$ cat config.mk
export PLATFORM = sky130hd
export DESIGN_NAME = psram_cfg_sequencer
export DESIGN_NICKNAME = d
export VERILOG_FILES = /design/src/rtl/psram_seq_pkg.sv /design/src/rtl/psram_seq_rst_sync.sv /design/src/rtl/psram_seq_timer.sv /design/src/rtl/psram_seq_pins.sv /design/src/rtl/psram_cfg_sequencer.sv
export SDC_FILE = /design/constraint.sdc
export NUM_CORES = 1
export LEC_CHECK = 0
export ABC_CLOCK_PERIOD_IN_PS = 3800
export BUFFER_PORTS_ARGS = -buffer_cell sky130_fd_sc_hd__buf_4
export CORE_MARGIN = 4
export CORE_UTILIZATION = 50
export DETAILED_ROUTE_END_ITERATION = 10
export PLACE_DENSITY = 0.81
export SKIP_CTS_REPAIR_TIMING = 1
export SLEW_MARGIN = 5
export SYNTH_ARGS = -nofsm -noshare
export SYNTH_HDL_FRONTEND = slang
export SYNTH_SLANG_ARGS = --single-unit
$ cat constraint.sdc
create_clock -name clk -period 3.8 [get_ports clk]
set_input_delay 0.38 -clock clk [delete_from_list [all_inputs] [get_ports clk]]
set_output_delay 0.38 -clock clk [all_outputs]
set_load 0.05 [all_outputs]
$ cat src/rtl/psram_seq_pkg.sv
`timescale 1ns/1ps
package psram_seq_pkg;

  typedef enum logic [3:0] {
    ST_WAIT_PWR,
    ST_MODE_LOW,
    ST_CS_HIGH,
    ST_MODE_HIGH_WAIT,
    ST_ACC0,
    ST_GAP0,
    ST_ACC1,
    ST_GAP1,
    ST_ACC2,
    ST_GAP2,
    ST_ACC3,
    ST_GAP3,
    ST_ACC4,
    ST_DONE
  } seq_state_e;

  // Minimum delay in ns -> cycles, rounded up, plus one cycle of margin.
  function automatic int unsigned ns_to_cycles(int unsigned ns, int unsigned mhz);
    return (ns * mhz + 999) / 1000 + 1;
  endfunction

  function automatic logic st_is_access(seq_state_e s);
    return s inside {ST_ACC0, ST_ACC1, ST_ACC2, ST_ACC3, ST_ACC4};
  endfunction

  // The last two accesses of the unlock train are writes.
  function automatic logic st_is_write(seq_state_e s);
    return s inside {ST_ACC3, ST_ACC4};
  endfunction

  function automatic logic st_mode_high(seq_state_e s);
    return !(s inside {ST_WAIT_PWR, ST_MODE_LOW, ST_CS_HIGH});
  endfunction

endpackage

$ cat src/rtl/psram_seq_rst_sync.sv
`timescale 1ns/1ps
module psram_seq_rst_sync #(
  parameter int unsigned STAGES = 2
) (
  input  logic clk,
  input  logic rst_n,
  output logic rst_sync_n
);

  logic [STAGES-1:0] sync_q;

  always_ff @(posedge clk or negedge rst_n) begin
    if (!rst_n) begin
      sync_q <= '0;
    end else begin
      sync_q <= {sync_q[STAGES-2:0], 1'b1};
    end
  end

  assign rst_sync_n = sync_q[STAGES-1];

endmodule

$ cat src/rtl/psram_seq_timer.sv
`timescale 1ns/1ps
module psram_seq_timer #(
  parameter int unsigned CNT_W = 8
) (
  input  logic             clk,
  input  logic             rst_n,
  input  logic             load,
  input  logic [CNT_W-1:0] load_val,
  output logic             expired
);

  logic [CNT_W-1:0] cnt_q, cnt_d;
  logic             cnt_en;

  always_comb begin
    cnt_en = load || (cnt_q != '0);
    cnt_d  = load ? load_val : cnt_q - 1'b1;
  end

  always_ff @(posedge clk or negedge rst_n) begin
    if (!rst_n) begin
      cnt_q <= '0;
    end else if (cnt_en) begin
      cnt_q <= cnt_d;
    end
  end

  assign expired = (cnt_q == '0);

endmodule

$ cat src/rtl/psram_seq_pins.sv
`timescale 1ns/1ps
module psram_seq_pins
  import psram_seq_pkg::*;
#(
  parameter int unsigned ADDR_W        = 21,
  parameter int unsigned DATA_W        = 16,
  parameter bit          SKIP_MODE_SEQ = 1'b0
) (
  input  logic              clk,
  input  logic              rst_n,
  input  seq_state_e        state_d,
  input  logic              cfg_capture,
  input  logic [ADDR_W-1:0] cfg_addr,
  input  logic [DATA_W-1:0] cfg_data0,
  input  logic [DATA_W-1:0] cfg_data1,
  output logic              mem_cs_n,
  output logic              mem_mode,
  output logic              mem_oe_n,
  output logic              mem_we_n,
  output logic [ADDR_W-1:0] mem_addr,
  output logic [DATA_W-1:0] mem_wdata,
  output logic              cfg_ready
);

  localparam logic [ADDR_W-1:0] UNLOCK_ADDR = {ADDR_W{1'b1}};

  // Captured configuration
  logic [ADDR_W-1:0] lat_addr_q;
  logic [DATA_W-1:0] lat_d0_q, lat_d1_q;

  always_ff @(posedge clk or negedge rst_n) begin
    if (!rst_n) begin
      lat_addr_q <= '0;
      lat_d0_q   <= '0;
      lat_d1_q   <= '0;
    end else if (cfg_capture) begin
      lat_addr_q <= cfg_addr;
      lat_d0_q   <= cfg_data0;
      lat_d1_q   <= cfg_data1;
    end
  end

  // Pin decode from the next state, registered so the pins never glitch
  logic              cs_n_q, oe_n_q, we_n_q, rdy_q;
  logic              cs_n_d, oe_n_d, we_n_d, rdy_d;
  logic [ADDR_W-1:0] addr_q, addr_d;
  logic [DATA_W-1:0] wdata_q, wdata_d;
  logic              acc_d, wr_d, wdata_en;

  always_comb begin
    acc_d    = st_is_access(state_d);
    wr_d     = st_is_write(state_d);
    cs_n_d   = !acc_d;
    oe_n_d   = !(acc_d && !wr_d);
    we_n_d   = !(acc_d && wr_d);
    rdy_d    = (state_d == ST_DONE);
    addr_d   = wr_d ? lat_addr_q : UNLOCK_ADDR;
    wdata_en = wr_d;
    wdata_d  = (state_d == ST_ACC3) ? lat_d0_q : lat_d1_q;
  end

  always_ff @(posedge clk or negedge rst_n) begin
    if (!rst_n) begin
      cs_n_q <= 1'b1;
      oe_n_q <= 1'b1;
      we_n_q <= 1'b1;
      rdy_q  <= 1'b0;
    end else begin
      cs_n_q <= cs_n_d;
      oe_n_q <= oe_n_d;
      we_n_q <= we_n_d;
      rdy_q  <= rdy_d;
    end
  end

  always_ff @(posedge clk or negedge rst_n) begin
    if (!rst_n) begin
      addr_q <= '0;
    end else if (acc_d) begin
      addr_q <= addr_d;
    end
  end

  always_ff @(posedge clk or negedge rst_n) begin
    if (!rst_n) begin
      wdata_q <= '0;
    end else if (wdata_en) begin
      wdata_q <= wdata_d;
    end
  end

  generate
    if (SKIP_MODE_SEQ) begin : g_mode_tied
      assign mem_mode = 1'b1;
    end else begin : g_mode_seq
      logic mode_q;
      always_ff @(posedge clk or negedge rst_n) begin
        if (!rst_n) begin
          mode_q <= 1'b0;
        end else begin
          mode_q <= st_mode_high(state_d);
        end
      end
      assign mem_mode = mode_q;

      // an access is never issued while the mode pin is still low
      assert_access_after_mode_R3: assert property (@(posedge clk) disable iff (!rst_n)
        !mem_cs_n |-> mem_mode);
    end
  endgenerate

  assign mem_cs_n  = cs_n_q;
  assign mem_oe_n  = oe_n_q;
  assign mem_we_n  = we_n_q;
  assign mem_addr  = addr_q;
  assign mem_wdata = wdata_q;
  assign cfg_ready = rdy_q;

  assert_one_strobe_R5: assert property (@(posedge clk) disable iff (!rst_n)
    !(!mem_oe_n && !mem_we_n));

  assert_strobe_in_access_R5: assert property (@(posedge clk) disable iff (!rst_n)
    (!mem_oe_n || !mem_we_n) |-> !mem_cs_n);

  assert_access_steady_R6: assert property (@(posedge clk) disable iff (!rst_n)
    (!mem_cs_n && $past(!mem_cs_n)) |-> ($stable(mem_addr) && $stable(mem_oe_n) && $stable(mem_we_n)));

  assert_ready_sticky_R8: assert property (@(posedge clk) disable iff (!rst_n)
    cfg_ready |=> cfg_ready);

  assert_ready_bus_idle_R8: assert property (@(posedge clk) disable iff (!rst_n)
    cfg_ready |-> (mem_cs_n && mem_oe_n && mem_we_n));

endmodule

$ cat src/rtl/psram_cfg_sequencer.sv
`timescale 1ns/1ps
module psram_cfg_sequencer
  import psram_seq_pkg::*;
#(
  parameter int unsigned CLK_MHZ         = 250,
  parameter int unsigned ADDR_W          = 21,
  parameter int unsigned DATA_W          = 16,
  parameter int unsigned T_MODE_LOW_NS   = 500000,
  parameter int unsigned T_CS_SETUP_NS   = 50,
  parameter int unsigned T_MODE_WAIT_NS  = 10000,
  parameter int unsigned T_ACC_NS        = 70,
  parameter int unsigned T_GAP_NS        = 10,
  parameter int unsigned T_SKIP_WAIT_NS  = 200000,
  parameter bit          SKIP_MODE_SEQ   = 1'b0
) (
  input  logic              clk,
  input  logic              rst_n,
  input  logic              pwr_good,
  input  logic [ADDR_W-1:0] cfg_addr,
  input  logic [DATA_W-1:0] cfg_data0,
  input  logic [DATA_W-1:0] cfg_data1,
  output logic              mem_cs_n,
  output logic              mem_mode,
  output logic              mem_oe_n,
  output logic              mem_we_n,
  output logic [ADDR_W-1:0] mem_addr,
  output logic [DATA_W-1:0] mem_wdata,
  output logic              cfg_ready
);

  localparam int unsigned L_MODE_LOW = ns_to_cycles(T_MODE_LOW_NS, CLK_MHZ);
  localparam int unsigned L_CS_SETUP = ns_to_cycles(T_CS_SETUP_NS, CLK_MHZ);
  localparam int unsigned L_WAIT     = SKIP_MODE_SEQ ? ns_to_cycles(T_SKIP_WAIT_NS, CLK_MHZ)
                                                     : ns_to_cycles(T_MODE_WAIT_NS, CLK_MHZ);
  localparam int unsigned L_ACC      = ns_to_cycles(T_ACC_NS, CLK_MHZ);
  localparam int unsigned L_GAP      = ns_to_cycles(T_GAP_NS, CLK_MHZ);
  localparam int unsigned L_MAX_A    = (L_MODE_LOW > L_CS_SETUP) ? L_MODE_LOW : L_CS_SETUP;
  localparam int unsigned L_MAX_B    = (L_WAIT > L_ACC) ? L_WAIT : L_ACC;
  localparam int unsigned L_MAX_C    = (L_MAX_A > L_MAX_B) ? L_MAX_A : L_MAX_B;
  localparam int unsigned L_MAX      = (L_MAX_C > L_GAP) ? L_MAX_C : L_GAP;
  localparam int unsigned CNT_W      = $clog2(L_MAX + 1);

  logic             rst_sync_n;
  seq_state_e       state_q, state_d;
  logic             timer_load, timer_done, cfg_capture;
  logic [CNT_W-1:0] timer_val;

  psram_seq_rst_sync #(.STAGES(2)) u_rst_sync (
    .clk        (clk),
    .rst_n      (rst_n),
    .rst_sync_n (rst_sync_n)
  );

  // Next-state logic
  always_comb begin
    state_d = state_q;
    unique case (state_q)
      ST_WAIT_PWR:       if (pwr_good)   state_d = SKIP_MODE_SEQ ? ST_MODE_HIGH_WAIT : ST_MODE_LOW;
      ST_MODE_LOW:       if (timer_done) state_d = ST_CS_HIGH;
      ST_CS_HIGH:        if (timer_done) state_d = ST_MODE_HIGH_WAIT;
      ST_MODE_HIGH_WAIT: if (timer_done) state_d = ST_ACC0;
      ST_DONE:                           state_d = ST_DONE;
      default:           if (timer_done) state_d = seq_state_e'(state_q + 4'd1);
    endcase
  end

  always_ff @(posedge clk or negedge rst_sync_n) begin
    if (!rst_sync_n) begin
      state_q <= ST_WAIT_PWR;
    end else begin
      state_q <= state_d;
    end
  end

  // Each timed state lasts exactly its cycle count: load count-1 on entry.
  always_comb begin
    timer_load  = (state_d != state_q);
    cfg_capture = (state_q == ST_WAIT_PWR) && pwr_good;
    unique case (state_d)
      ST_MODE_LOW:       timer_val = CNT_W'(L_MODE_LOW - 1);
      ST_CS_HIGH:        timer_val = CNT_W'(L_CS_SETUP - 1);
      ST_MODE_HIGH_WAIT: timer_val = CNT_W'(L_WAIT - 1);
      ST_ACC0, ST_ACC1, ST_ACC2, ST_ACC3, ST_ACC4:
                         timer_val = CNT_W'(L_ACC - 1);
      ST_GAP0, ST_GAP1, ST_GAP2, ST_GAP3:
                         timer_val = CNT_W'(L_GAP - 1);
      default:           timer_val = '0;
    endcase
  end

  psram_seq_timer #(.CNT_W(CNT_W)) u_timer (
    .clk      (clk),
    .rst_n    (rst_sync_n),
    .load     (timer_load),
    .load_val (timer_val),
    .expired  (timer_done)
  );

  psram_seq_pins #(
    .ADDR_W        (ADDR_W),
    .DATA_W        (DATA_W),
    .SKIP_MODE_SEQ (SKIP_MODE_SEQ)
  ) u_pins (
    .clk         (clk),
    .rst_n       (rst_sync_n),
    .state_d     (state_d),
    .cfg_capture (cfg_capture),
    .cfg_addr    (cfg_addr),
    .cfg_data0   (cfg_data0),
    .cfg_data1   (cfg_data1),
    .mem_cs_n    (mem_cs_n),
    .mem_mode    (mem_mode),
    .mem_oe_n    (mem_oe_n),
    .mem_we_n    (mem_we_n),
    .mem_addr    (mem_addr),
    .mem_wdata   (mem_wdata),
    .cfg_ready   (cfg_ready)
  );

  assert_idle_pins_R2: assert property (@(posedge clk) disable iff (!rst_sync_n)
    (state_q == ST_WAIT_PWR) |-> (mem_cs_n && !cfg_ready));

  assert_done_ready_R8: assert property (@(posedge clk) disable iff (!rst_sync_n)
    (state_q == ST_DONE) |-> cfg_ready);

endmodule

### After elaboration in Yosys (flattened, before gate mapping)

Memory sizes are Yosys's and may differ from the RTL's.
Index checks and enable logic that the tools add are counted.
Widths: inputs -> output; s select.

| word-level totals | value |
|---|---|
| flip-flop bits (word level) | 118 |
| ROM bits | 208 |
| memories | 1 |

| cells by class | value |
|---|---|
| $add $sub $neg | 2 |
| equal/unequal tests | 13 |
| multiplexer cells | 9 |
| reductions and logical operators | 16 |

Memories:

| memory | words | bits a word | read ports | clocked after Yosys merged registers in | wr ports | line | text |
|---|---|---|---|---|---|---|---|
| (name not given) | 16 | 13 | 1 | 0 | 0 | psram_cfg_sequencer.sv:79 | `unique case (state_d)` |

Operators with widths:

| cell | count |
|---|---|
| $mux 21 | 1 |
| $eq 4x4->1 const B | 5 |
| $mux 4 | 5 |
| $pmux 4 s5 | 1 |
| $logic_not 17->1 | 1 |
| $mux 17 | 1 |
| $reduce_bool 17->1 | 1 |
| $sub 17x1->17 const B | 1 |
| $mux 16 | 1 |
| $eq 4x2->1 const B | 3 |
| $eq 4x1->1 const B | 2 |
| $eq 4x3->1 const B | 2 |
| $logic_not 4->1 | 2 |
| $logic_not 1->1 | 5 |
| $reduce_bool 5->1 | 1 |
| $add 4x1->4 const B | 1 |
| $ne 4x4->1 | 1 |
| $logic_and 1x1->1 | 3 |
| $reduce_bool 3->1 | 1 |
| $reduce_bool 2->1 | 1 |
| $logic_or 1x1->1 | 1 |

### Logic depth before layout (Yosys ltp)

Gate-level depths: netlist (run 1).

| logic depth | value |
|---|---|
| depth in word-level cells | 8 |
| mapped depth | 15 |

### By module

A second synthesis (run 1) with hierarchy kept.

| second synthesis, totals | value |
|---|---|
| cell total of the unflattened synthesis | 401 |
| area total of the unflattened synthesis | 5363.9 sq um |

By module, submodules not included:

| module | instances | cells an instance | area each (sq um) |
|---|---|---|---|
| psram_seq_pins | 1 | 226 | 3707.3 |
| psram_seq_timer | 1 | 109 | 1033.5 |
| psram_cfg_sequencer | 1 | 63 | 569.3 |
| psram_seq_rst_sync | 1 | 3 | 53.8 |

### Least setup slack after synthesis (run 1)

Ideal clock, no wire load.

| path | value |
|---|---|
| path type | register to register |
| start point | register u_timer.cnt_q[5] |
| end point | register u_pins.wdata_q[0] (netlist: u_pins.mem_wdata[0]) |
| setup time | 0.121 ns |
| arrival | 3.047 ns |
| required time | 3.679 ns |
| slack | 0.633 ns |
| cell stages (with the launch flop) | 14 |
| period minus slack after synthesis | 3.167 ns |
| cells stage by stage | dfrtp_1 or3_4 nor2b_4 nand4b_1 ha_1 nand2b_1 and3_4 o211ai_4 inv_1 ha_1 mux2_4 buf_4 a21oi_1 nor2_1 |

| on the way | value |
|---|---|
| cells in the longest elaborated chain, start to end | 5 |
| elaborated cells on any way between the ends | 10 |

RTL lines:

| item | line | text |
|---|---|---|
| start: declaration | psram_seq_timer.sv:12 | `logic [CNT_W-1:0] cnt_q, cnt_d;` |
| start signal: assignment | psram_seq_timer.sv:24 | `cnt_q <= cnt_d;` |
| $logic_not 17->1 * | psram_seq_timer.sv:28 | `assign expired = (cnt_q == '0);` |
| $mux 4 (on tied branches) | -- |  |
| $pmux 4 s5 * | psram_cfg_sequencer.sv:57 | `unique case (state_q)` |
| named net state_d[0] | psram_cfg_sequencer.sv:44 | `seq_state_e state_q, state_d;` |
| $eq 4x4->1 (on tied branches) | psram_seq_pkg.sv:32, psram_seq_pins.sv:59 |  |
| $mux 16 / $reduce_bool 2->1 (equally long branches) | psram_seq_pins.sv:59, psram_seq_pkg.sv:32 |  |
| end signal: assignment | psram_seq_pins.sv:88 | `wdata_q <= wdata_d;` |
| end: declaration | psram_seq_pins.sv:47 | `logic [DATA_W-1:0] wdata_q, wdata_d;` |

The timed path passes the listed nets; every way through them passes the cells marked *.
A chain may end at the register's enable or synchronous reset.

### Worst setup path in the final report (run 1)

| path | value |
|---|---|
| start point | register u_timer.cnt_q[5] |
| end point | register u_pins.addr_q[15] (netlist: u_pins.mem_addr[15]) |

| on the way | value |
|---|---|
| cells in the longest elaborated chain, start to end | 6 |
| elaborated cells on any way between the ends | 14 |

RTL lines:

| item | line | text |
|---|---|---|
| $logic_not 17->1 * | psram_seq_timer.sv:28 |  |
| $mux 4 (on tied branches) | -- |  |
| $pmux 4 s5 * | psram_cfg_sequencer.sv:57 |  |
| named net state_d[0] | psram_cfg_sequencer.sv:44 |  |
| $eq 4x4->1 | psram_seq_pkg.sv:27, psram_seq_pkg.sv:32 |  |
| $reduce_bool 2->1 | psram_seq_pkg.sv:32 | `return s inside {ST_ACC3, ST_ACC4};` |
| $mux 21 | psram_seq_pins.sv:57 | `addr_d = wr_d ? lat_addr_q : UNLOCK_ADDR;` |
| end signal: assignment | psram_seq_pins.sv:80 | `addr_q <= addr_d;` |
| end: declaration | psram_seq_pins.sv:46 | `logic [ADDR_W-1:0] addr_q, addr_d;` |

Marks and branches as above.

==> flow_metrics.env, run 1 <==
export IMPL_status="finished, final reports clean"
export IMPL_whs_path_depth=2
export IMPL_fin_ws_ns=0.288
export IMPL_min_path_type="in -> reg"
export IMPL_grtUsageTotal_pct=19.5
export IMPL_clkPwrFrac_pct=28.7
export IMPL_fill_cells=754
export IMPL_avgSynthCellArea_um2=12.9
export IMPL_crit_fanout=23
export IMPL_skew_ns=0.00598
export IMPL_die_area_mm2=0.0122
export IMPL_powerDensity_mw_per_mm2=848
export IMPL_worstHoldStart="cfg_addr[9]"
export IMPL_dpl_hpwl_mm=7.73
export IMPL_grt_max_degree=65
export IMPL_finalNetCount=579
export IMPL_start_util_pct=51.3
export IMPL_cts_path_max_buffers=2
export IMPL_antenna_found_initial=0
export IMPL_pwr_share_comb_pct=36.2
export IMPL_p_sw_w=0.00197
export IMPL_final_area_mm2=0.00671
export IMPL_r2r_start="u_timer.cnt_q[5]"
export IMPL_clk_pin_slew_ns=0.06
export IMPL_syn_inst=410
export IMPL_vdd_drop_max_uv=519
export IMPL_dpl_instance_area_mm2=0.00607
export IMPL_yosys_cell_types_count=54
export IMPL_areaGrowthSynthToFinish_pct=27.3
export IMPL_instances_no_fill=660
export IMPL_grt_pass1_vias=4013
export IMPL_num_vias=3642
export IMPL_seq_area_frac_synth_pct=56.1
export IMPL_p_int_w=0.00371
export IMPL_drt_iter0_markers=197
export IMPL_r2r_end="u_pins.mem_addr[15]"
export IMPL_power_share_sequential_pct=35.0
export IMPL_ys_top_cells_by_area="dfrtp_1, mux2_2, o22a_1"
export IMPL_clock_sinks=118
export IMPL_yosysWarnings=0
export IMPL_antenna_cells=0
export IMPL_grt_pass1_wl_mm=19.4
export IMPL_slew_limit_headroom_pct=42.8
export IMPL_period_share_pct=92.4
export IMPL_worstHoldEndpoint="u_pins.lat_addr_q[9]"
export IMPL_routedWlPerCell_um=17.5
export IMPL_h_tree_depth=4
export IMPL_drt_met1_wl_mm=4.74
export IMPL_syn_area_mm2=0.00527
export IMPL_ys_ff_latch=118
export IMPL_fin_tns_setup_ns=0
export IMPL_pre_cts_ws_ns=0.243
export IMPL_cap_violations=0
export IMPL_slew_violations=0
export IMPL_tightest_slew_ns=0.854
export IMPL_rsz0062_at_grt="false"
export IMPL_crit_type="reg -> reg"
export IMPL_route_detailed_drc=0
export IMPL_crit_required_ns=4.25
export IMPL_clkLatencyLatePin_ns=0.51
export IMPL_overflow=0
export IMPL_io_buffer_count=97
export IMPL_num_rows=37
export IMPL_globalplace_congestion=0.879
export IMPL_end_kind="flip-flop"
export IMPL_startpoint_type="flip-flop"
export IMPL_fin_crit_ns=3.51
export IMPL_switching_share_pct=34.7
export IMPL_dp_cells=627
export IMPL_reg2regPathDepth=12
export IMPL_yosys_area_top_type_share_pct=54.6
export IMPL_r2r_setup_slack_ns=0.29
export IMPL_cts_buffers=17
export IMPL_boundaryPins=98
export IMPL_p_leak_nw=3.14
export IMPL_root_buffer="clkbuf_8"
export IMPL_synth_top_area_cell="dfrtp_1"
export IMPL_hold_viol_final=0
export IMPL_routed_via_density=5.52
export IMPL_synth_nets=478
export IMPL_crit_arrival_ns=3.96
export IMPL_dr_pass1_iters=4
export IMPL_antenna_left=0
export IMPL_die_w_um=111
export IMPL_cts_tree="done"
export IMPL_drt_wl_total_mm=11.5
export IMPL_die_y_um=111
export IMPL_wl_met2_mm=5.95
export IMPL_core_area_mm2=0.0103
export IMPL_dr_max_layer_used="met4"
export IMPL_max_freq_ghz=0.285
export IMPL_drive_above_1_share_pct=40.6
export IMPL_wl_met3_um=683
export IMPL_setup_viol=0
through the flow:
stage	hold slack, ns	util, %	total power [W]
finish	0.0944	65.3	0.00569
global placement	0.163	59.1	0.00391
CTS	-0.381	65.0	0.00569
global route	0.0768	65.3	0.00603
detailed placement	0.166	59.1	0.00403
floorplan	0.0844	-	0.00357
cell type report:
cell class	count	area (um^2)	area share [%]
multi-input combinational	263	2160	32.2
timing repair buffer	103	776	11.6
clock buffer	19	442	6.59
tap	136	170	2.54
inverter	8	30.0	0.448
sequential	118	2960	44.1
clock inverter	13	168	2.50
cell families after synthesis:
group                    share of synthesized area, %
buffers and inverters                            3.42
AND/OR/NAND/NOR                                  9.97
multiplexers                                     13.6
other                                          0.0712
XOR/XNOR                                         2.49
adder cells (fa/ha/maj)                          2.85
flip-flops                                       56.1
AO/OA/AOI/OAI                                    11.5
sequential cells by signal, indices dropped and copies added (netlist names), 2 cells and up:
register,cells
u_rst_sync.sync_q,2
u_pins.lat_d0_q,16
state_q,4
u_pins.mem_wdata,16
u_pins.lat_d1_q,16
u_timer.cnt_q,17
u_pins.mem_addr,21
u_pins.lat_addr_q,21
layer usage:
| layer | vias up | global-route usage [%] |
|---|---|---|
| met5 | - | 0 |
| met4 | 0 | 6.32 |
| met3 | 17 | 7.21 |
| met2 | 92 | 32.8 |
| met1 | 1835 | 23.2 |
| li1 | 1698 | - |
critical path, cell delays in order (launching register included):
cell,delay [ns]
dfrtp_1,0.41
or3_4,0.41
nor2b_4,0.23
nand4b_1,0.25
ha_1,0.28
nand2b_1,0.13
and3_4,0.17
o211ai_4,0.30
inv_1,0.15
ha_1,0.31
mux2_4,0.41
nand2_8,0.20
o22a_1,0.17
Yosys cell counts (all sizes together):
cell type	number
a32o	8
dfrtp	115
nand3	5
a2bb2oi	1
dfstp	3
nor2	32
and3	4
conb	1
o211ai	2
a211oi	3
a21boi	1
nand2b	2
nand4	1
nor3	8
or2b	1
and2	3
xnor2	7
o21a	1
mux2i	5
a21oi	17
or2	1
mux2	58
nor4	5
nand4b	1
nand3b	2
a311o	1
nor4bb	1
o31ai	2
or3	4
clkbuf	9
nor2b	3
ha	12
o22ai	18
nor4b	2
o21ai	5
a32oi	1
o22a	21
nand2	16
buf	12
xor2	8
inv	8
power groups by stage:
stage               sequential [W]  clock, W  combinational (W)
finish                     0.00199   0.00163            0.00206
CTS                        0.00198   0.00166            0.00205
floorplan                  0.00209         0            0.00148
global route               0.00204   0.00173            0.00226
detailed placement         0.00200         0            0.00203
global placement           0.00197         0            0.00194
worst max path at each step:
stage                         startpoint             endpoint  slack [ns]  cells after the start
floorplan           u_rst_sync.sync_q[1]           state_q[0]        0.27                      0
global placement        u_timer.cnt_q[5]  u_pins.mem_addr[18]        0.36                     12
detailed placement      u_timer.cnt_q[5]  u_pins.mem_addr[15]        0.24                     12
CTS                     u_timer.cnt_q[7]  u_pins.mem_addr[15]        0.23                     12
global route           u_timer.cnt_q[11]   u_pins.mem_addr[1]        0.06                     12
finish                  u_timer.cnt_q[5]  u_pins.mem_addr[15]        0.29                     12
cell usage in the layout, fill, tap and decap left out, types with 12 or more instances in the layout:
master     count
dfrtp_1      114
mux2_2        55
o22ai_1       18
nand2_1       14
o22a_1        21
ha_1          12
a21oi_1       17
nor2_1        31
clkbuf_16     16
buf_4        102
Note: power is estimated with default switching activity, not from simulation.
==> inputs of run 2 (changes only) <==
Settings changed: PLACE_DENSITY 0.81 to 0.73.
==> run 2 against run 1 <==
Net effect: register-to-register slack got worse by 0.08 ns; setup slack got worse by 0.081 ns; core utilization decreased by 0.46 points; global-route usage decreased by 0.059 points; clock-buffer cell count decreased by 1; combinational power about the same; power decreased by 2.4%; flip-flop and latch count unchanged; die area unchanged; largest cell class unchanged.
==> flow_metrics.env, run 2 (same netlist as run 1, synthesis figures left out) <==
export IMPL_status="finished, final reports clean"
export IMPL_antenna_left=0
export IMPL_cts_path_max_buffers=2
export IMPL_pwr_share_comb_pct=36.7
export IMPL_crit_top_cell="ha_1"
export IMPL_setup_viol=0
export IMPL_clkPwrFrac_pct=27.6
export IMPL_finalNetCount=579
export IMPL_clock_sinks=118
export IMPL_slew_limit_headroom_pct=45.8
export IMPL_end_kind="flip-flop"
export IMPL_num_vias=3639
export IMPL_h_tree_depth=4
export IMPL_dr_pass1_iters=4
export IMPL_skew_ns=0.00831
export IMPL_startpoint="u_timer.cnt_q[5]"
export IMPL_routedWlPerCell_um=17.5
export IMPL_num_rows=37
export IMPL_grtUsageTotal_pct=19.4
export IMPL_drive_above_1_share_pct=40.5
export IMPL_switching_share_pct=35.2
export IMPL_fin_crit_ns=3.59
export IMPL_hold_viol_final=0
export IMPL_antenna_cells=0
export IMPL_crit_type="reg -> reg"
export IMPL_drt_wl_total_mm=11.6
export IMPL_min_path_type="in -> reg"
export IMPL_slowest_delay_ns=0.42
export IMPL_crit_arrival_ns=4.04
export IMPL_cap_violations=0
export IMPL_slew_violations=0
export IMPL_instances_no_fill=660
export IMPL_crit_required_ns=4.24
export IMPL_die_area_mm2=0.0122
export IMPL_rsz0062_at_grt="false"
export IMPL_overflow=0
export IMPL_root_buffer="clkbuf_8"
export IMPL_boundaryPins=98
export IMPL_dpl_hpwl_mm=7.79
export IMPL_cts_buffers=17
export IMPL_routed_via_density=5.51
export IMPL_startpoint_type="flip-flop"
export IMPL_grt_pass1_wl_mm=19.3
export IMPL_clk_pin_slew_ns=0.06
export IMPL_p_int_w=0.00359
export IMPL_p_leak_nw=3.15
export IMPL_grt_max_degree=57
export IMPL_clkLatencyLatePin_ns=0.51
export IMPL_final_cell_mix="dfrtp_1, buf_4, mux2_2"
export IMPL_max_freq_ghz=0.278
export IMPL_worstHoldStart="cfg_data0[13]"
export IMPL_tightest_slew_ns=0.810
export IMPL_fill_cells=805
export IMPL_crit_fanout=23
export IMPL_antenna_found_initial=0
export IMPL_vdd_drop_max_uv=438
export IMPL_areaGrowthSynthToFinish_pct=26.4
export IMPL_grt_pass1_vias=3878
export IMPL_cpMaxStageDelayCell="or3_4"
export IMPL_core_area_mm2=0.0103
export IMPL_p_sw_w=0.00195
export IMPL_die_y_um=111
export IMPL_route_detailed_drc=0
export IMPL_pre_cts_ws_ns=0.257
export IMPL_final_util_pct=64.8
export IMPL_dpl_instance_area_mm2=0.00607
export IMPL_power_share_sequential_pct=35.7
export IMPL_dp_cells=627
export IMPL_globalplace_congestion=0.830
export IMPL_start_util_pct=51.3
export IMPL_drt_iter0_markers=214
export IMPL_crit_chain="or3_4 > nor2b_4 > nand4b_1 > ha_1 > nand2b_1 > and3_4 > o211ai_4 > inv_1 > ha_1 > mux2_4 > nand2_4 > o22a_1"
export IMPL_powerDensity_mw_per_mm2=833
export IMPL_cts_tree="done"
export IMPL_die_w_um=111
export IMPL_period_share_pct=94.5
export IMPL_fin_tns_setup_ns=0
export IMPL_r2r_start="u_timer.cnt_q[5]"
export IMPL_fin_ws_ns=0.207
export IMPL_final_common_cell="dfrtp_1"
export IMPL_io_buffer_count=97
export IMPL_final_area_mm2=0.00666
==> run 2: cell count changes in the layout (fill, tap and decap cells not counted), moves of 2 or more <==
cell / change
clkinv_4: +4
clkinvlp_4: -3
clkbuf_8: -2
clkinv_2: +2
==> run 2: power by group through the flow <==
stage / sequential, W / clock [W] / combinational [W]
detailed placement: 0.00200 / 0 / 0.00203
global route: 0.00203 / 0.00163 / 0.00221
global placement: 0.00197 / 0 / 0.00196
finish: 0.00198 / 0.00153 / 0.00204
CTS: 0.00198 / 0.00155 / 0.00204
floorplan: 0.00209 / 0 / 0.00148
==> run 2: routing by layer <==
layer	track usage, %	vias to the layer above	share of wire [%]
li1	-	1703	-
met4	6.57	0	1.6
met1	23.8	1826	42
met5	0	-	0
met3	7.04	18	6.2
met2	31.9	92	50
==> run 2: cell type report <==
cell class	count	area, um^2	share of cell area (%)
clock inverters	14	151	2.27
clock buffers	18	418	6.28
multi-input cells	263	2150	32.3
well taps	136	170	2.56
repair buffers	103	776	11.6
flip-flops and latches	118	2960	44.5
inverters	8	30.0	0.451
==> run 2: path summary, 6_finish.rpt <==
check                                            end  depth (start not counted)  slack (ns)
worst max-delay path             u_pins.mem_addr[10]                         12        0.21
worst min register to register  u_rst_sync.sync_q[1]                          0        0.35
min in group asynchronous       u_rst_sync.sync_q[1]                          2        0.17
worst max register to register   u_pins.mem_addr[10]                         12        0.21
max in group asynchronous            u_pins.mem_oe_n                          1        2.49
worst min-delay path             u_pins.lat_d0_q[13]                          2        0.09
==> run 2: per-stage QoR <==
stage	hold WS, ns	total power (W)
6_report	0.0942	0.00555
3_3_place_gp	0.163	0.00393
2_1_floorplan	0.0844	0.00357
3_5_place_dp	0.165	0.00402
5_1_grt	0.0799	0.00587
4_1_cts	-0.380	0.00557
==> run 2: critical path, delay by kind of cell (launching register included) <==
kind            cells  cell delay, ns
simple gates        6            1.48
fa+ha+maj           2            0.57
compound gates      2            0.50
flops               1            0.41
mux                 1            0.40
buf+inv             1            0.15
